### config.mk
export PLATFORM = sky130hd
export DESIGN_NAME = byte_shuffle_net
export DESIGN_NICKNAME = d
export VERILOG_FILES = /design/src/rtl/shuf_pkg.sv /design/src/rtl/shuf_stage.sv /design/src/rtl/shuf_net.sv /design/src/rtl/shuf_outreg.sv /design/src/rtl/byte_shuffle_net.sv
export SDC_FILE = /design/constraint.sdc
export NUM_CORES = 1
export LEC_CHECK = 0
export BUFFER_PORTS_ARGS = -buffer_cell sky130_fd_sc_hd__buf_2
export CAP_MARGIN = 25
export CELL_PAD_IN_SITES_DETAIL_PLACEMENT = 0
export CELL_PAD_IN_SITES_GLOBAL_PLACEMENT = 1
export CORE_AREA = 2 2 206 208
export DETAILED_ROUTE_END_ITERATION = 12
export DIE_AREA = 0 0 208 210
export PLACE_DENSITY_LB_ADDON = 0.12
export SLEW_MARGIN = 15
export SYNTH_ARGS = -nofsm -noshare
export SYNTH_HDL_FRONTEND = slang
export SYNTH_SLANG_ARGS = --single-unit
### constraint.sdc
create_clock -name clk -period 3.5 [get_ports clk]
set_input_delay 0 -clock clk [delete_from_list [all_inputs] [get_ports clk]]
set_output_delay 0 -clock clk [all_outputs]
set_load 0.01 [all_outputs]
### src/rtl/shuf_pkg.sv
`timescale 1ns/1ps
package shuf_pkg;
    localparam int BYTE_W = 8;

    typedef enum logic {
        ST_EMPTY = 1'b0,
        ST_FULL  = 1'b1
    } hold_state_e;

    // mask of control bits that select a real stride
    function automatic logic [63:0] stride_mask(input int nbytes);
        logic [63:0] m;
        m = '0;
        for (int s = 1; s < nbytes; s = s * 2) m[s] = 1'b1;
        return m;
    endfunction
endpackage

### src/rtl/shuf_stage.sv
`timescale 1ns/1ps
module shuf_stage #(
    parameter int NBYTES = 16,
    parameter int STRIDE = 1,
    localparam int W = NBYTES * shuf_pkg::BYTE_W
) (
    input  logic         en,
    input  logic [W-1:0] a_i,
    input  logic [W-1:0] b_i,
    output logic [W-1:0] a_o,
    output logic [W-1:0] b_o
);
    localparam int BW = shuf_pkg::BYTE_W;

    always_comb begin
        a_o = a_i;
        b_o = b_i;
        if (en) begin
            for (int k = 0; k < NBYTES; k++) begin
                if ((k & STRIDE) == 0) begin
                    a_o[k*BW +: BW]          = b_i[(k+STRIDE)*BW +: BW];
                    b_o[(k+STRIDE)*BW +: BW] = a_i[k*BW +: BW];
                end
            end
        end
    end
endmodule

### src/rtl/shuf_net.sv
`timescale 1ns/1ps
module shuf_net #(
    parameter int NBYTES = 16,
    localparam int W = NBYTES * shuf_pkg::BYTE_W,
    localparam int NSTAGE = $clog2(NBYTES)
) (
    input  logic [NBYTES-1:0] ctrl,
    input  logic [W-1:0]      a_i,
    input  logic [W-1:0]      b_i,
    output logic [W-1:0]      a_o,
    output logic [W-1:0]      b_o
);
    localparam logic [NBYTES-1:0] MASK = NBYTES'(shuf_pkg::stride_mask(NBYTES));

    logic [W-1:0] a_c [NSTAGE+1];
    logic [W-1:0] b_c [NSTAGE+1];
    logic         ctrl_unused;

    assign ctrl_unused = ^(ctrl & ~MASK);
    assign a_c[0] = a_i;
    assign b_c[0] = b_i;

    for (genvar g = 0; g < NSTAGE; g++) begin : g_stage
        shuf_stage #(.NBYTES(NBYTES), .STRIDE(1 << g)) stage_i (
            .en  (ctrl[1 << g]),
            .a_i (a_c[g]),
            .b_i (b_c[g]),
            .a_o (a_c[g+1]),
            .b_o (b_c[g+1])
        );
    end

    assign a_o = a_c[NSTAGE];
    assign b_o = b_c[NSTAGE];
endmodule

### src/rtl/shuf_outreg.sv
`timescale 1ns/1ps
module shuf_outreg #(
    parameter int W = 128,
    parameter bit REGISTERED = 1'b1
) (
    input  logic         clk,
    input  logic         rst_n,
    input  logic         in_valid,
    input  logic [W-1:0] a_i,
    input  logic [W-1:0] b_i,
    output logic         out_valid,
    output logic [W-1:0] a_o,
    output logic [W-1:0] b_o
);
    import shuf_pkg::*;

    if (REGISTERED) begin : g_reg
        hold_state_e state_q, state_d;
        logic [W-1:0] a_q, b_q;

        always_comb begin
            state_d = state_q;
            unique case (state_q)
                ST_EMPTY: if (in_valid)  state_d = ST_FULL;   // accept
                ST_FULL:  if (!in_valid) state_d = ST_EMPTY;  // drain
                default:  state_d = ST_EMPTY;
            endcase
        end

        always_ff @(posedge clk) begin
            if (!rst_n) state_q <= ST_EMPTY;
            else        state_q <= state_d;
        end

        always_ff @(posedge clk) begin
            if (!rst_n) begin
                a_q <= '0;
                b_q <= '0;
            end else if (in_valid) begin
                a_q <= a_i;
                b_q <= b_i;
            end
        end

        assign out_valid = (state_q == ST_FULL);
        assign a_o = a_q;
        assign b_o = b_q;
    end else begin : g_comb
        logic clk_unused;
        assign clk_unused = clk ^ rst_n;
        assign out_valid = in_valid;
        assign a_o = a_i;
        assign b_o = b_i;
    end
endmodule

### src/rtl/byte_shuffle_net.sv
`timescale 1ns/1ps
module byte_shuffle_net #(
    parameter int NBYTES = 16,
    parameter bit REGISTERED = 1'b1,
    localparam int W = NBYTES * shuf_pkg::BYTE_W
) (
    input  logic              clk,
    input  logic              rst_n,
    input  logic              in_valid,
    input  logic [W-1:0]      vec_a,
    input  logic [W-1:0]      vec_b,
    input  logic [NBYTES-1:0] ctrl,
    input  logic              same_operand,
    output logic              out_valid,
    output logic [W-1:0]      out_a,
    output logic [W-1:0]      out_b
);
    logic [W-1:0] src_b, net_a, net_b;

    // aliased operands: two value copies of vec_a
    assign src_b = same_operand ? vec_a : vec_b;

    shuf_net #(.NBYTES(NBYTES)) net_i (
        .ctrl (ctrl),
        .a_i  (vec_a),
        .b_i  (src_b),
        .a_o  (net_a),
        .b_o  (net_b)
    );

    shuf_outreg #(.W(W), .REGISTERED(REGISTERED)) oreg_i (
        .clk       (clk),
        .rst_n     (rst_n),
        .in_valid  (in_valid),
        .a_i       (net_a),
        .b_i       (net_b),
        .out_valid (out_valid),
        .a_o       (out_a),
        .b_o       (out_b)
    );
endmodule

Word level (Yosys, flattened, before mapping)

Cells that the tools add are included.

Register bits after elaboration: 257
Input port bits: 276
Output and inout bits: 257

Multiplexer cells: 32

Operators by type and width:

| operator           | count |
|---|---|
| 2-to-1 mux 128 bit | 1 |
| 2-to-1 mux 16 bit  | 8 |
| 2-to-1 mux 32 bit  | 4 |
| 2-to-1 mux 64 bit  | 2 |
| 2-to-1 mux 8 bit   | 16 |
| 2-to-1 mux 1 bit   | 1 |

Longest topological paths before layout

Gate-level depths: netlist of run 1.

Depth in word-level cells: 5
Gate-level depth with buffers: 9

Cells and area by module

A second synthesis of run 1 with hierarchy kept.

Cell total of the unflattened synthesis: 2049
Area, all modules: 21785.9 um2

Modules (own cells, without submodules):

| module           | times used | cells an instance | area an instance (um2) | seq. area each (um2) |
|---|---|---|---|---|
| shuf_stage       | 4          | 270               | 2580.0                 | 0.0 |
| shuf_outreg      | 1          | 827               | 9846.9                 | 5144.9 |
| byte_shuffle_net | 1          | 142               | 1619.1                 | 0.0 |

Worst setup path before layout of run 1

Ideal clock, no wire load.

Kind: in2reg
Start point: input ctrl[1]
End point: register oreg_i.g_reg.a_q[14], in the netlist oreg_i.a_o[14]
Setup time: 0.083 ns
Data arrival time: 1.206 ns
Required time: 3.417 ns
Slack: 2.211 ns
Stages on the path: 7
Cell sequence: buf_2 -> nand2b_1 -> clkbuf_2 -> buf_2 -> o221a_2 -> mux2_2 -> o221ai_1

Word-level cells in the longest chain between the ends: 4
Elaborated cells between the ends (all ways): 6
Classes of those cells: mux: 6

Ends and longest elaborated chain:

| item                  | line                   | text |
|---|---|---|
| start, declared       | byte_shuffle_net.sv:12 | `input logic [NBYTES-1:0] ctrl,` |
| 2-to-1 mux 8 bit      | shuf_stage.sv:18       | `if (en) begin` |
| 2-to-1 mux 16 bit     | shuf_stage.sv:18       |  |
| 2-to-1 mux 32 bit     | shuf_stage.sv:18       |  |
| 2-to-1 mux 64 bit (*) | shuf_stage.sv:18       |  |
| end signal, assigned  | shuf_outreg.sv:40      | `a_q <= a_i;` |
| end, declared         | shuf_outreg.sv:19      | `logic [W-1:0] a_q, b_q;` |

Mark *: on every way between the ends. The rest lies on a longest branch, timed or not.
A chain may end at the register's enable or synchronous reset.

==> flow_metrics.tcl, run 1 <==
set metrics [dict create \
    totalWireLength_mm 82.9 \
    postCtsSetupBuffers 0 \
    globalplace.congestion 0.930 \
    worstPathRequired_ns 4.04 \
    slew_viol_final 0 \
    synthDistinctLibCells 46 \
    coreArea_sq_um 41500 \
    cp_common_cell "dlygate4sd3_1" \
    path_clk_slew_ns 0.06 \
    final.min_clock_period_ns 3.22 \
    netlist_instances 1852 \
    critPathLaunchType "input pin" \
    antenna_found_initial 14 \
    place_inst 2754 \
    nNetsFinal 2740 \
    finalSetupViolations 0 \
    rows 75 \
    p_leak_nw 9.30 \
    cts_tree "yes" \
    yosysMostFrequentCell "dfxtp_1" \
    portBuffers 520 \
    drt_iter0_drc 1940 \
    slowest_stage "nor2_1" \
    path_cells "dlygate4sd3_1, buf_6, inv_4, buf_4, nor2_1, o21ai_0, dlygate4sd3_1, o22ai_1, dlygate4sd3_1" \
    period_share_pct 92.1 \
    r2r-start "oreg_i.a_o[2]" \
    cp-endpoint "oreg_i.a_o[89]" \
    finalSetupTns_ns 0 \
    cp-end-kind "flop" \
    syn-cell-area_sq_um 15000 \
    yosysWarnings 0 \
    path_class "in -> reg" \
    yosys-top-cells-area "dfxtp_1, mux2i_1, a21oi_1" \
    hold_class "in -> reg" \
    synth_fp_nets 2128 \
    cts_resized 0 \
    area_delta_synth_final_pct 39.6 \
    drcViolationCount 0 \
    vias 18300 \
    crit_fanout 46 \
    worst_pin_slew_ns 1.08 \
    power_mw 8.95 \
    synth_async_sr_flop_share_pct 0 \
    grt_overflow 0 \
    die_h_um 210 \
    yosys.area.top_type "dfxtp_1" \
    grt_max_degree 202 \
    ir_drop_uv 310 \
    status "finished, final reports clean" \
    final_hold_viol_count 0 \
    worst_hold_slack_ns 0.00245 \
    cts_hold_buf 215 \
    synth-edff-count 0 \
    start_util_pct 36.2 \
    synth.yosys.seq_area_share_pct 34.2 \
    routedWlPerCell_um 27.3 \
    via_per_inst 6.04 \
    dieArea_sq_um 43700 \
    yosysTopAreaCellShare_pct 34.2 \
    max_freq_mhz 310 \
    setup.worst_path.start "in_valid" \
    ys_ff_latch 257 \
    cap_violations 0 \
    cts_root_buffer "clkbuf_16" \
    syn_avg_cell_area_sq_um 8.11 \
    drt_first_pass_iters 6 \
    slew-limit-headroom_pct 27.8 \
    r2r_end "oreg_i.a_o[2]" \
    grt_pass1_wl_mm 118 \
    skew_ns 0 \
    cts_max_level 1 \
    hpwl_mm 61.7 \
    ys_top_cells_by_count "dfxtp_1, a21oi_1, mux2i_1, nor2_1, o21ai_0" \
    critical_path_arrival_ns 3.77 \
    reg2reg_setup_slack_ns 2.13 \
    antenna_left 0 \
    synth_flop_cell "dfxtp_1" \
    cts_made_buffers 31 \
    grtUsageTotal_pct 36.1 \
    cp_slowest_stage_delay_ns 0.88 \
    fill_cells 4152 \
    clkSinkCount 257 \
    grt_setup_unrepaired "no" \
    io-pin-count 533 \
    die_w_um 208 \
    first_global_vias 17200 \
    clock_latency_ns 0.58 \
    p_per_area_nw_per_um2 427 \
    fin_cells 3035 \
    cts_buffer_depth 3 \
    reg2reg_depth 3 \
    drive_gt1_share_pct 27.1 \
]
## cell usage in the layout, fill, tap and decap left out, drive strengths merged, types with 65 or more instances in the layout
master	synthesis	final
a211oi	109	109
o21ai	143	143
nor2	154	154
o221ai	86	86
nand3	65	65
mux2i	154	154
a21oi	177	177
buf	72	562
dfxtp	257	257
nand2	141	141
dlygate4sd3	0	216
## cell families (layout without fill, tap and decap cells)
family | count (synthesis) | in the layout | synth area share, %
buf+inv | 212 | 847 | 6.25
simple gates | 462 | 462 | 13.7
flops | 257 | 257 | 34.2
other cells | 0 | 9 | 0
mux | 203 | 203 | 13.9
compound gates | 718 | 718 | 31.9
## critical path, delay by kind of cell
kind                   cells  cell delay [ns]
AOI/OAI and AO/OA          2             0.31
buffers and inverters      6             2.53
and+or+nand+nor            1             0.88
## worst min path at each step
stage	startpoint	end	slack [ns]	cells after the start
detailed placement	vec_a[120]	oreg_i.a_o[120]	0.27	3
finish	vec_b[9]	oreg_i.b_o[9]	0.002	5
global placement	vec_a[120]	oreg_i.a_o[120]	0.25	3
global route	vec_a[78]	oreg_i.a_o[30]	0.002	3
floorplan	vec_a[122]	oreg_i.a_o[122]	0.15	2
CTS	vec_a[5]	oreg_i.b_o[21]	0.0009	5
## layout make-up
type / count / area [sq um] / share of cell area, %
antenna: 9 / 22.5 / 0.107
clock buffer: 49 / 913 / 4.35
clock inverter: 7 / 70.1 / 0.334
inverter: 13 / 53.8 / 0.256
multi-input combinational: 1383 / 8950 / 42.6
sequential: 257 / 5140 / 24.5
tap: 539 / 674 / 3.21
timing repair buffer: 778 / 5160 / 24.6
## power breakdown
group / total, mW / internal (mW) / switching (mW)
Sequential: 3.31 / 3.17 / 0.142
Combinational: 2.41 / 0.933 / 1.47
Clock: 3.24 / 1.85 / 1.39
## per-stage QoR
step | util [%] | cell area [sq um] | worst slack (ns)
after floorplan | - | 15000 | 2.21
after global placement | 42.9 | 17800 | 1.14
after detailed placement | 42.9 | 17800 | 1.09
after CTS | 50.5 | 20900 | 0.426
after global routing | 50.6 | 21000 | 0.184
final | 50.6 | 21000 | 0.275
## state kept, by name (all words and copies together) (netlist names)
| signal | flops |
|---|---|
| oreg_i.b_o | 128 |
| oreg_i.out_valid | 1 |
| oreg_i.a_o | 128 |
## per-layer routing
layer | vias up | share of wire, % | global-route usage [%]
met2 | 1058 | 44 | 56.6
met4 | 10 | 4.2 | 13.4
met3 | 163 | 10 | 8.09
li1 | 8200 | - | -
met5 | - | 0.089 | 0
met1 | 8898 | 42 | 48.7
Power figures use the tool's default switching activity.
==> run 2, diff against run 1 <==
--- a/config.mk
+++ b/config.mk
@@ -9,11 +9,12 @@
 export CAP_MARGIN = 25
 export CELL_PAD_IN_SITES_DETAIL_PLACEMENT = 0
 export CELL_PAD_IN_SITES_GLOBAL_PLACEMENT = 1
-export CORE_AREA = 2 2 206 208
+export CORE_MARGIN = 2
+export CORE_UTILIZATION = 40
 export DETAILED_ROUTE_END_ITERATION = 12
-export DIE_AREA = 0 0 208 210
 export PLACE_DENSITY_LB_ADDON = 0.12
 export SLEW_MARGIN = 15
 export SYNTH_ARGS = -nofsm -noshare
 export SYNTH_HDL_FRONTEND = slang
+export SYNTH_HIERARCHICAL = 1
 export SYNTH_SLANG_ARGS = --single-unit
==> constraint.sdc (replaced) <==
create_clock -name clk -period 3.3 [get_ports clk]
set_input_delay 0 -clock clk [delete_from_list [all_inputs] [get_ports clk]]
set_output_delay 0 -clock clk [all_outputs]
set_load 0.01 [all_outputs]
==> run 2 against run 1 <==
Net effect: global-route usage shrank 11 points; highest routed layer unchanged; clock power grew 16%; sequential power grew 6.0%; core utilization shrank 8.3 points; die area grew 29%; cell count shrank 6.1%; design area grew 8.6%; wire length shrank 11%; largest cell class unchanged; sequential share of layout area shrank 1.9 points; flip-flop and latch count is the same; register-to-register slack is essentially flat; non-clock buffer count shrank 106.
==> flow_metrics.tcl, run 2 <==
set metrics [dict create \
    status "finished, final reports clean" \
    crit_fanout 32 \
    cts_buffer_depth 3 \
    antenna_left 0 \
    grt_setup_unrepaired "no" \
    cts_root_buffer "clkbuf_16" \
    postCtsSetupBuffers 0 \
    drcViolationCount 0 \
    ys_top_cells_by_count "mux2_2, buf_4, dfxtp_1, mux2i_1, nor2b_1" \
    netlist_instances 2049 \
    worstPathRequired_ns 3.73 \
    cts_made_buffers 35 \
    final_hold_viol_count 0 \
    portBuffers 520 \
    rows 85 \
    yosysWarnings 6 \
    min_to "oreg_i/a_o[4]" \
    start_util_pct 40.5 \
    grt_overflow 0 \
    finalSetupViolations 0 \
    grtUsageTotal_pct 25.3 \
    critical_path_arrival_ns 2.79 \
    dieArea_sq_um 56300 \
    vias 13900 \
    area_delta_synth_final_pct 4.57 \
    skew_ns 0 \
    totalWireLength_mm 73.6 \
    r2r_end "oreg_i/a_o[126]" \
    clkSinkCount 257 \
    yosys-top-cells-area "mux2_2, dfxtp_1, buf_4" \
    period_share_pct 71.7 \
    globalplace.congestion 0.854 \
    grt_max_degree 102 \
    min_from "vec_b[68]" \
    via_per_inst 4.88 \
    critPathLaunchType "input pin" \
    synthDistinctLibCells 13 \
    final.min_clock_period_ns 2.37 \
    die_w_um 237 \
    p_per_area_nw_per_um2 443 \
    synth-edff-count 0 \
    final_core_util_pct 42.3 \
    syn-cell-area_sq_um 21800 \
    cp-end-kind "flop" \
    io-pin-count 533 \
    synth_flop_cell "dfxtp_1" \
    worst_pin_slew_ns 0.944 \
    path_class "in -> reg" \
    reg2reg_setup_slack_ns 2.12 \
    routedWlPerCell_um 25.8 \
    coreArea_sq_um 53800 \
    final_cell_mix "mux2_2, buf_2, dfxtp_1" \
    yosys.area.top_type "mux2_2" \
    first_global_vias 14000 \
    clock_latency_ns 0.54 \
    cts_max_level 2 \
    synth_async_sr_flop_share_pct 0 \
    whs_path_depth 5 \
    layout_commonest_cell "mux2_2" \
    p_leak_nw 10.2 \
    ys_ff_latch 257 \
    r2r-start "oreg_i/a_o[126]" \
    yosysTopAreaCellShare_pct 33.1 \
    die_h_um 237 \
    yosysMostFrequentCell "mux2_2" \
    ir_drop_uv 305 \
    cts_tree "yes" \
    drt_first_pass_iters 4 \
    hold_class "in -> reg" \
    path_clk_slew_ns 0.06 \
    finalSetupTns_ns 0 \
    synth.yosys.seq_area_share_pct 23.6 \
    nNetsFinal 2395 \
    slew-limit-headroom_pct 37.1 \
    reg2reg_depth 3 \
    max_freq_mhz 423 \
    grt_pass1_wl_mm 102 \
    syn_avg_cell_area_sq_um 10.6 \
    antenna_found_initial 11 \
    hpwl_mm 57.5 \
    cap_violations 0 \
    drive_gt1_share_pct 57.9 \
    synth_fp_nets 2325 \
    slew_viol_final 0 \
    drt_iter0_drc 572 \
]
==> run 2: cell count changes after synthesis, moves of 86 or more <==
cell,delta
a211oi_1,-104
a21oi_1,-177
buf_4,+510
clkbuf_1,-101
mux2_2,+591
mux2i_1,+102
nand2_1,-141
nor2_1,-154
nor2b_1,+213
o21ai_0,-143
o221ai_1,-86
==> run 2: kinds of logic after synthesis <==
group / Yosys count / share of synthesized area, %
buffers and inverters: 639 / 24.2
DFF: 257 / 23.6
muxes: 896 / 44.8
and+or+nand+nor: 257 / 7.38
==> run 2: power breakdown <==
group	total, mW	leakage, nW	switching, mW	internal (mW)
combinational	2.85	7.56	1.41	1.44
clock	3.75	0.552	1.52	2.23
sequential	3.51	2.12	0.145	3.36
==> run 2: layout make-up <==
cell class	instances	area [sq um]
multi-input cells	1153	11400
diodes	10	25.0
fillers	5367	31000
flip-flops and latches	257	5140
well taps	696	871
repair buffers	672	4250
clock buffers	54	1070
clock inverters	8	42.5
==> run 2: repair_timing <==
action                                  4_1_cts  5_1_grt
hold buffers                                124        0
hold endpoints to repair                    106        0
endpoints found under the setup margin        0        0
gates resized for setup                       0        0
==> run 2: critical path, cell delays in order <==
cell and delay [ns]:
buf_6 0.11, buf_4 0.40, mux2_2 0.41, mux2_2 0.27, mux2_2 0.27, mux2_2 0.31, mux2_2 0.27, mux2i_1 0.12
nor2b_1 0.06, dlygate4sd3_1 0.55
==> run 2: per-layer routing <==
metal | global-route usage, % | routed length [um] | up-vias
li1 | - | - | 6668
met1 | 33.5 | 33600 | 6716
met2 | 41.0 | 33500 | 420
met3 | 5.20 | 4130 | 90
met4 | 8.67 | 2370 | 8
met5 | 0 | 55 | -
==> run 2: worst max path at each step <==
stage	start	endpoint	depth (start not counted)
final	same_operand	oreg_i/b_o[126]	10
after global routing	same_operand	oreg_i/b_o[126]	10
after CTS	vec_a[126]	oreg_i/b_o[126]	10
after detailed placement	same_operand	oreg_i/a_o[42]	9
after global placement	same_operand	oreg_i/a_o[42]	9
after floorplan	same_operand	oreg_i/b_o[80]	9
==> run 2: stage by stage <==
| step | worst slack, ns | total power, mW | hold WS, ns | instance area, sq um | std cells |
|---|---|---|---|---|---|
| floorplan | 1.35 | 6.02 | 0.304 | 21800 | 2049 |
| global placement | 0.861 | 6.27 | 0.273 | 20400 | 2654 |
| detailed placement | 0.857 | 6.29 | 0.284 | 20400 | 2654 |
| CTS | 0.985 | 10.2 | 0.00229 | 22800 | 2840 |
| global route | 0.834 | 10.6 | 0.0322 | 22800 | 2841 |
| finish | 0.934 | 10.1 | 0.0178 | 22800 | 2850 |
